===== src/rtl/useq_pkg.sv =====
package useq_pkg;

   localparam int FETCH_ROWS = 3;

   typedef enum logic {
      PH_TRANSFER = 1'b0,
      PH_SELECT   = 1'b1
   } phase_e;

   function automatic int exec_len(input int k);
      return (k % 3) + 1;
   endfunction

   function automatic int exec_start(input int k);
      int s;
      s = FETCH_ROWS;
      for (int i = 0; i < k; i++) s += exec_len(i);
      return s;
   endfunction

   function automatic int rom_ctrl(input int r, input int n_opc, input int ire_bit);
      int c;
      c = 0;
      if (r < FETCH_ROWS) begin
         c = 1 << r;
         if (r == FETCH_ROWS - 1) c = c | (1 << ire_bit);
      end else begin
         for (int k = 0; k < n_opc; k++)
            for (int j = 0; j < exec_len(k); j++)
               if (exec_start(k) + j == r)
                  c = (k << 12) | (j << 10) | (1 << 3)
                      | ((j == exec_len(k) - 1) ? (1 << 9) : 0);
      end
      return c;
   endfunction

   function automatic int rom_next(input int r, input int n_opc);
      int n;
      n = 0;
      if (r < FETCH_ROWS - 1) begin
         n = r + 1;
      end else if (r >= FETCH_ROWS) begin
         for (int k = 0; k < n_opc; k++)
            for (int j = 0; j < exec_len(k) - 1; j++)
               if (exec_start(k) + j == r) n = r + 1;
      end
      return n;
   endfunction

endpackage


===== src/rtl/useq_row_decoder.sv =====
module useq_row_decoder #(
   parameter int ADDR_W = 5,
   localparam int DEPTH = 1 << ADDR_W
) (
   input  logic [ADDR_W-1:0] addr,
   input  logic              en,
   output logic [DEPTH-1:0]  sel_raw,
   output logic [DEPTH-1:0]  sel_gated
);

   for (genvar i = 0; i < DEPTH; i++) begin : g_row
      assign sel_raw[i]   = (addr == ADDR_W'(i));
      assign sel_gated[i] = sel_raw[i] & en;
   end

endmodule


===== src/rtl/useq_ctrl_matrix.sv =====
module useq_ctrl_matrix #(
   parameter int CTRL_W  = 16,
   parameter int ADDR_W  = 5,
   parameter int N_OPC   = 8,
   parameter int IRE_BIT = 15,
   localparam int DEPTH  = 1 << ADDR_W
) (
   input  logic [DEPTH-1:0]  sel,
   output logic [CTRL_W-1:0] ctrl,
   output logic [ADDR_W-1:0] nxt
);
   import useq_pkg::*;

   localparam int WORD_W = CTRL_W + ADDR_W;

   logic [WORD_W-1:0] lane [DEPTH];
   logic [WORD_W-1:0] word;

   for (genvar r = 0; r < DEPTH; r++) begin : g_lane
      localparam logic [CTRL_W-1:0] CFIELD = CTRL_W'(rom_ctrl(r, N_OPC, IRE_BIT));
      localparam logic [ADDR_W-1:0] NFIELD = ADDR_W'(rom_next(r, N_OPC));
      assign lane[r] = sel[r] ? {CFIELD, NFIELD} : '0;
   end

   always_comb begin
      word = '0;
      for (int r = 0; r < DEPTH; r++) word = word | lane[r];
   end

   assign ctrl = word[WORD_W-1 -: CTRL_W];
   assign nxt  = word[ADDR_W-1:0];

endmodule


===== src/rtl/useq_addr_regs.sv =====
module useq_addr_regs #(
   parameter int ADDR_W = 5
) (
   input  logic              clk,
   input  logic              rst,
   input  logic [ADDR_W-1:0] row_nxt,
   input  logic              take_dispatch,
   input  logic [ADDR_W-1:0] dispatch_addr,
   output logic [ADDR_W-1:0] uaddr,
   output logic              strobe
);
   import useq_pkg::*;

   phase_e            phase;
   logic [ADDR_W-1:0] reg_i;
   logic [ADDR_W-1:0] reg_ii;

   always_ff @(posedge clk) begin
      if (rst) begin
         phase  <= PH_SELECT;
         reg_i  <= '0;
         reg_ii <= '0;
      end else if (phase == PH_SELECT) begin
         reg_ii <= take_dispatch ? dispatch_addr : row_nxt;
         phase  <= PH_TRANSFER;
      end else begin
         reg_i  <= reg_ii;
         phase  <= PH_SELECT;
      end
   end

   assign uaddr  = reg_i;
   assign strobe = (phase == PH_SELECT);

   a_r2_addr_hold: assert property (@(posedge clk) disable iff (rst)
      strobe |=> $stable(uaddr));
   a_r2_phase_fall: assert property (@(posedge clk) disable iff (rst)
      strobe |=> !strobe);
   a_r2_phase_rise: assert property (@(posedge clk) disable iff (rst)
      !strobe |=> strobe);
   a_r1_after_reset: assert property (@(posedge clk) disable iff (rst)
      $past(rst) |-> (uaddr == '0) && strobe);

endmodule


===== src/rtl/ucode_sequencer.sv =====
module ucode_sequencer #(
   parameter int CTRL_W  = 16,
   parameter int ADDR_W  = 5,
   parameter int OPC_W   = 3,
   parameter int IRE_BIT = 15
) (
   input  logic                      clk,
   input  logic                      rst,
   input  logic [OPC_W-1:0]          opcode_i,
   output logic [CTRL_W-1:0]         ctrl_o,
   output logic [ADDR_W-1:0]         uaddr_o,
   output logic [(1 << ADDR_W)-1:0]  row_sel_o,
   output logic                      strobe_o
);
   import useq_pkg::*;

   localparam int N_OPC = 1 << OPC_W;
   localparam int DEPTH = 1 << ADDR_W;

   if (CTRL_W < 16) begin : g_bad_ctrl
      $error("ucode_sequencer: CTRL_W must be at least 16");
   end
   if (OPC_W > 3) begin : g_bad_opc
      $error("ucode_sequencer: opcode field holds at most 3 bits");
   end
   if (IRE_BIT >= CTRL_W || (IRE_BIT >= 9 && IRE_BIT <= 14) || IRE_BIT <= 3) begin : g_bad_ire
      $error("ucode_sequencer: IRE_BIT collides with another control bit");
   end
   if (exec_start(N_OPC) > DEPTH) begin : g_bad_depth
      $error("ucode_sequencer: routines do not fit in the control store");
   end

   logic [ADDR_W-1:0] uaddr;
   logic              strobe;
   logic [DEPTH-1:0]  sel_raw;
   logic [DEPTH-1:0]  sel_gated;
   logic [CTRL_W-1:0] ctrl;
   logic [ADDR_W-1:0] row_nxt;
   logic [ADDR_W-1:0] disp_tab [N_OPC];
   logic [ADDR_W-1:0] dispatch_addr;

   for (genvar k = 0; k < N_OPC; k++) begin : g_disp
      assign disp_tab[k] = ADDR_W'(exec_start(k));
   end
   assign dispatch_addr = disp_tab[opcode_i];

   useq_row_decoder #(.ADDR_W(ADDR_W)) u_dec (
      .addr      (uaddr),
      .en        (strobe),
      .sel_raw   (sel_raw),
      .sel_gated (sel_gated)
   );

   useq_ctrl_matrix #(
      .CTRL_W (CTRL_W),
      .ADDR_W (ADDR_W),
      .N_OPC  (N_OPC),
      .IRE_BIT(IRE_BIT)
   ) u_mat (
      .sel  (sel_raw),
      .ctrl (ctrl),
      .nxt  (row_nxt)
   );

   useq_addr_regs #(.ADDR_W(ADDR_W)) u_regs (
      .clk           (clk),
      .rst           (rst),
      .row_nxt       (row_nxt),
      .take_dispatch (ctrl[IRE_BIT]),
      .dispatch_addr (dispatch_addr),
      .uaddr         (uaddr),
      .strobe        (strobe)
   );

   assign ctrl_o    = ctrl;
   assign uaddr_o   = uaddr;
   assign row_sel_o = sel_gated;
   assign strobe_o  = strobe;

   a_r3_sel_onehot: assert property (@(posedge clk) disable iff (rst)
      strobe_o |-> ($countones(row_sel_o) == 1) && row_sel_o[uaddr_o]);
   a_r3_sel_idle: assert property (@(posedge clk) disable iff (rst)
      !strobe_o |-> (row_sel_o == '0));
   a_r2_ctrl_hold: assert property (@(posedge clk) disable iff (rst)
      strobe_o |=> $stable(ctrl_o));
   a_r5_fetch_step: assert property (@(posedge clk) disable iff (rst)
      (strobe_o && uaddr_o == '0) |=> ##1 (uaddr_o == ADDR_W'(1)));
   a_r6_dispatch: assert property (@(posedge clk) disable iff (rst)
      (strobe_o && ctrl_o[IRE_BIT]) |=> ##1 (uaddr_o == $past(dispatch_addr, 2)));

endmodule


===== config.mk =====
export PLATFORM = sky130hd
export DESIGN_NAME = ucode_sequencer
export DESIGN_NICKNAME = d
export VERILOG_FILES = /design/src/rtl/useq_pkg.sv /design/src/rtl/useq_row_decoder.sv /design/src/rtl/useq_ctrl_matrix.sv /design/src/rtl/useq_addr_regs.sv /design/src/rtl/ucode_sequencer.sv
export SDC_FILE = /design/constraint.sdc
export NUM_CORES = 1
export LEC_CHECK = 0
export BUFFER_PORTS_ARGS = -buffer_cell sky130_fd_sc_hd__buf_4
export CORE_MARGIN = 10
export CORE_UTILIZATION = 35
export CTS_BUF_LIST = sky130_fd_sc_hd__clkbuf_4
export DETAILED_ROUTE_END_ITERATION = 10
export PLACE_DENSITY_LB_ADDON = 0.25
export SKIP_CTS_REPAIR_TIMING = 1
export SLEW_MARGIN = 15
export SYNTH_ARGS = -nofsm -noshare
export SYNTH_HDL_FRONTEND = slang
export SYNTH_SLANG_ARGS = --single-unit

===== constraint.sdc =====
create_clock -name clk -period 2.2 [get_ports clk]
set_input_delay 0.44 -clock clk [delete_from_list [all_inputs] [get_ports clk]]
set_output_delay 0.44 -clock clk [all_outputs]
set_load 0.005 [all_outputs]

# == Word-level counts from Yosys, hierarchy flattened ==
# Memories as Yosys holds them, arrays and structs flattened.
# Cells that the tools add are included.
# W data, S select, Z words.
# totals
register_bits,11
romBits,40
word_cells,109
memories,1
# op_classes
order_cmp,1
eq_ne,31
muxes,22
bitwise_logic,50
n_reduce_logical,1
# mem_list
memory,depth,word_bits,read_ports,rd_clocked_by_memory_dff,write_ports,line,source
(no name shown),8,5,1,0,0,ucode_sequencer.sv:45,assign dispatch_addr = disp_tab[opcode_i];
# ops
cell,count
$or A21 B21 Y21,17
$mux W20,8
$eq A5 B5 Y1 const B,16
$mux W19,4
$eq A5 B4 Y1 const B,8
$mux W18,2
$and A1 B1 Y1,32
$mux W21,1
$eq A5 B3 Y1 const B,4
$mux W15,1
$mux W5,3
$eq A5 B2 Y1 const B,2
$mux W7,1
$mux W6,1
$eq A5 B1 Y1 const B,1
$logic_not A5 Y1,1
$ge A4 B4 Y1 const B,1
$not A3 Y4,1
$mux W1,1

# == Depth between registers and ports, before layout ==
# logic_depth
ltp_word,20
ltp_mapped,6

# == Hierarchy ==
# Synthesis repeated with hierarchy kept, for this count alone.
# hier_totals
hier_cells,180
hier_area_um2,1182.4
# modules_own_cells
mod,n_inst,cells_per_inst,area_per_inst_um2,seq_area_each_um2
useq_row_decoder,1,94,447.9,0.0
useq_addr_regs,1,41,444.2,220.2
useq_ctrl_matrix,1,34,211.5,0.0
ucode_sequencer,1,11,78.8,0.0

# == Worst setup path before layout ==
# Ideal clock, no wire load.
# synth_timing
path_kind,register to output
startpoint,register u_regs.reg_i[3] (netlist: u_regs.uaddr[3])
endpoint,output row_sel_o[11]
arrival_ns,1.122
required_time_ns,1.760
path_slack_ns,0.638
path_stages_with_launch,5
n_path_buf,2
path_cell_list,dfxtp_1 -> buf_2 -> clkbuf_1 -> nand4b_1 -> nor2_1
# synth_between
elab_chain_cells,2
# synth_rtl
item,line,source
start: declaration,useq_addr_regs.sv:15,logic [ADDR_W-1:0] reg_i;
start signal: assignment,useq_addr_regs.sv:27,reg_i <= reg_ii;
$eq A5 B4 Y1,useq_row_decoder.sv:12,assign sel_raw[i] = (addr == ADDR_W'(i));
$and A1 B1 Y1,useq_row_decoder.sv:13,assign sel_gated[i] = sel_raw[i] & en;
end: declaration,ucode_sequencer.sv:12,"output logic [(1 << ADDR_W)-1:0] row_sel_o,"
# No other way between the ends.

# == Worst setup path in the final report ==
# layout_timing
startpoint,register u_regs.reg_i[1] (netlist: u_regs.uaddr[1])
endpoint,output ctrl_o[13]
# layout_between
elab_chain_cells,14
word_cells_on_any_way,26
cone_classes,eq/ne (7); mux (7); bitwise (12)
# layout_rtl
item,line,source
$eq A5 B3 Y1,useq_row_decoder.sv:12,
$mux W19,useq_ctrl_matrix.sv:22,"assign lane[r] = sel[r] ? {CFIELD, NFIELD} : '0;"
$or A21 B21 Y21 (11 in a row),useq_ctrl_matrix.sv:27,for (int r = 0; r < DEPTH; r++) word = word | lane[r];
$or A21 B21 Y21 (*),useq_ctrl_matrix.sv:27,
end: declaration,ucode_sequencer.sv:10,"output logic [CTRL_W-1:0] ctrl_o,"
# Mark *: on every way between the ends. The rest lies on a longest branch, timed or not.

==> impl_summary.log <==
INFO  metric hp-class = in2reg
INFO  metric transition_time_of_the_tightest_slew_check_pin = 0.5152 ns
INFO  metric drcViolationCount = 0
INFO  metric post-route-period-util = 0.9311
INFO  metric synth_edf_count = 0
INFO  metric powerDensity = 280.0 nW/um2
INFO  metric fraction_of_registers_with_async_set_or_reset_after_synthesis = 0
INFO  metric cts_tree = built
INFO  metric most-common-layout-cells = 61 x buf_4, 28 x nor2_1, 14 x nand2b_1
INFO  metric dr.max_layer_used = met4
INFO  metric area_delta_synth_final = 36.84%
INFO  metric yosys_warnings = 0
INFO  metric cp_launch_type = flop
INFO  metric ctsHtreeMaxLevel = 1
INFO  metric timing.critical_path.arrival = 1.61 ns
INFO  metric ir_worst_vdd = 0.0003557 V
INFO  metric core_area = a little over 3000 um2
INFO  metric gp_routability_congestion = roughly 0.86
INFO  metric syn_area = approximately 1100 um2
INFO  metric nets = 225
INFO  metric run_status = finished, final reports clean
INFO  metric postRouteWirelength = about 3500 um
INFO  metric num_antenna_cells = 0
INFO  metric achievable-frequency = 488.2 MHz
INFO  metric syn_area_per_cell = 6.693 um2
INFO  metric root_buffer = clkbuf_4
INFO  metric hold_ws = 0.4168 ns
INFO  metric slew_violations = 0
INFO  metric placementRows = 20
INFO  metric pre_cts_ws = around 0.37 ns
INFO  metric worst_setup_slack_after_layout = 0.1516 ns
INFO  metric drive_gt1_frac = 0.3395
INFO  metric wl_met2 = ~1600 um
INFO  metric hold_viol_final = 0
INFO  metric timing.final.setup_violations = 0
INFO  metric final_std_cell_area_no_fill = about 1500 um2
INFO  metric sequential_fraction_of_the_synthesis_area = 0.1947
INFO  metric criticalPathCategory = reg2out
INFO  metric mostFrequentLayoutCell = buf_4
INFO  metric ant_nets = 0
INFO  metric worst-endpoint-required = 1.76 ns
INFO  metric globalRouteTotalUtil = 0.1111
INFO  metric leakagePower = 0.0006976 uW
INFO  metric route.vias.total = approximately 1200
INFO  metric drt_pre_antenna_iters = 4
INFO  metric first_pass_grt_wire_length = just under 6000 um
INFO  metric cp-end-kind = primary output
INFO  metric met3RoutedLength = 266 um
INFO  metric dpl-instance-area = between 1500 and 2000 um2
INFO  metric grt.overflow.total = 0
INFO  metric cts_bufs_inserted = 3
INFO  metric routed_via_density = 4.807
INFO  metric max-cap-violations = 0
INFO  metric detail_route.iter0.violations = between 80 and 90
INFO  metric num_ports = 59
INFO  metric critical_path_peak_fanout = 18
INFO  metric floorplan.die.width = 76.85 um
INFO  metric cts.sink_count = 11
INFO  metric chipHeight = 76.85 um
INFO  metric max-slew-margin-rel = 0.6561
INFO  metric grt_start_max_net_pins = 22
INFO  metric cts_buffer_depth = 2
INFO  metric clock_insertion_delay_worst_skew = 0.26 ns
INFO  metric period_needed = 2.048 ns
INFO  metric place.port_buffers = 53
INFO  metric post-dp-hpwl = 2864 um
INFO  metric skew = 0.0003567 ns
INFO  metric grt_setup_unrepaired = false
INFO  metric first_global_vias = 1168
INFO  metric die_area = 5905 um2
INFO  metric yosysUniqueCellTypes = 38
INFO  metric synthCells = 169
INFO  metric antenna_found_initial = 0
INFO  metric postSynthRegisterBits = 11
INFO  metric clk_pin_slew_worst_paths = 0.07 ns
INFO  metric finalSetupTns = 0 ns
INFO  metric ys_dominant_reg_cell = dfxtp_1
INFO  metric drt-wirelength-per-cell = between 10 and 15 um
INFO  metric initial_utilization = 0.3675
INFO  metric drt-met1-wl = 1693 um
-- routing by layer --
layer,GRT usage,vias to the layer above
met5,0,-
met4,0.01673,0
met3,0.04079,2
met2,0.1779,41
met1,0.1402,538
li1,-,664
-- critical path, stage by stage (launching register included) --
cell	delay, ns
dfxtp_1	0.33
buf_4	0.20
nor2_1	0.22
nand2_1	0.18
o21a_1	0.16
o22ai_1	0.13
buf_4	0.13
-- cell usage after synthesis, types with 2 or more instances --
| master | n | area share |
|---|---|---|
| nor2_1 | 28 | 0.093 |
| nand2b_1 | 14 | 0.077 |
| a21oi_1 | 12 | 0.053 |
| nand2_1 | 12 | 0.040 |
| nor3_1 | 12 | 0.053 |
| buf_2 | 11 | 0.049 |
| dfxtp_1 | 11 | 0.19 |
| buf_4 | 7 | 0.046 |
| o22ai_1 | 7 | 0.039 |
| o21ai_0 | 6 | 0.027 |
| inv_1 | 5 | 0.017 |
| ha_1 | 4 | 0.044 |
| nand3_1 | 4 | 0.018 |
| clkbuf_1 | 3 | 0.010 |
| mux2i_1 | 3 | 0.027 |
| nor2b_1 | 3 | 0.017 |
| and3_1 | 2 | 0.011 |
| buf_6 | 2 | 0.020 |
| nor4_1 | 2 | 0.011 |
| o21a_1 | 2 | 0.013 |
| or3_1 | 2 | 0.011 |
-- power by group --
| group | total, uW | internal, uW | leakage, uW | switching [uW] |
|---|---|---|---|---|
| clock | 135 | 67.2 | 0.0000177 | 68.2 |
| combinational | 86.7 | 38.4 | 0.000589 | 48.3 |
| sequential | 211 | 205 | 0.0000905 | 6.53 |
| total | 433 | 310 | 0.000698 | 123 |
-- through the flow --
stage / cells / total power (uW) / util
after floorplan: 173 / 275.1 / -
after global placement: 255 / 301.9 / 0.4931
after detailed placement: 255 / 302.6 / 0.4931
after CTS: 259 / 439.1 / 0.5020
after global routing: 259 / 462.9 / 0.5028
final: 259 / 433.3 / 0.5028
-- registers in the layout (all words and copies together), names as in the netlist --
name and flops:
u_regs.reg_ii 5, u_regs.uaddr 5, u_regs.strobe 1
-- kinds of logic after synthesis --
kind of cell	count (synthesis)	share of synthesized area
AO/OA/AOI/OAI	36	0.2058
adder cells (fa/ha/maj)	4	0.04425
buffers and inverters	28	0.1416
flip-flops	11	0.1947
multiplexers	3	0.02655
other	1	0.003315
AND/OR/NAND/NOR	86	0.3839
-- final cells by class --
class | count | area, um2
Fill cell | 338 | 1530
Sequential cell | 11 | 222.7
Inverter | 5 | 18.77
Clock buffer | 3 | 22.52
Tap cell | 44 | 55.05
Timing Repair Buffer | 61 | 457.9
Clock inverter | 1 | 5.005
Multi-Input combinational cell | 134 | 765.7
-- worst paths after layout --
check,from,to,slack (ns),cells after the start
max,u_regs.uaddr[1],ctrl_o[13],0.15,6
min reg2reg,u_regs.reg_ii[0],u_regs.uaddr[0],0.47,2
max reg2reg,u_regs.uaddr[0],u_regs.reg_ii[1],0.65,5
min,rst,u_regs.reg_ii[4],0.42,2
No activity file was read; power rests on OpenSTA's default activity.
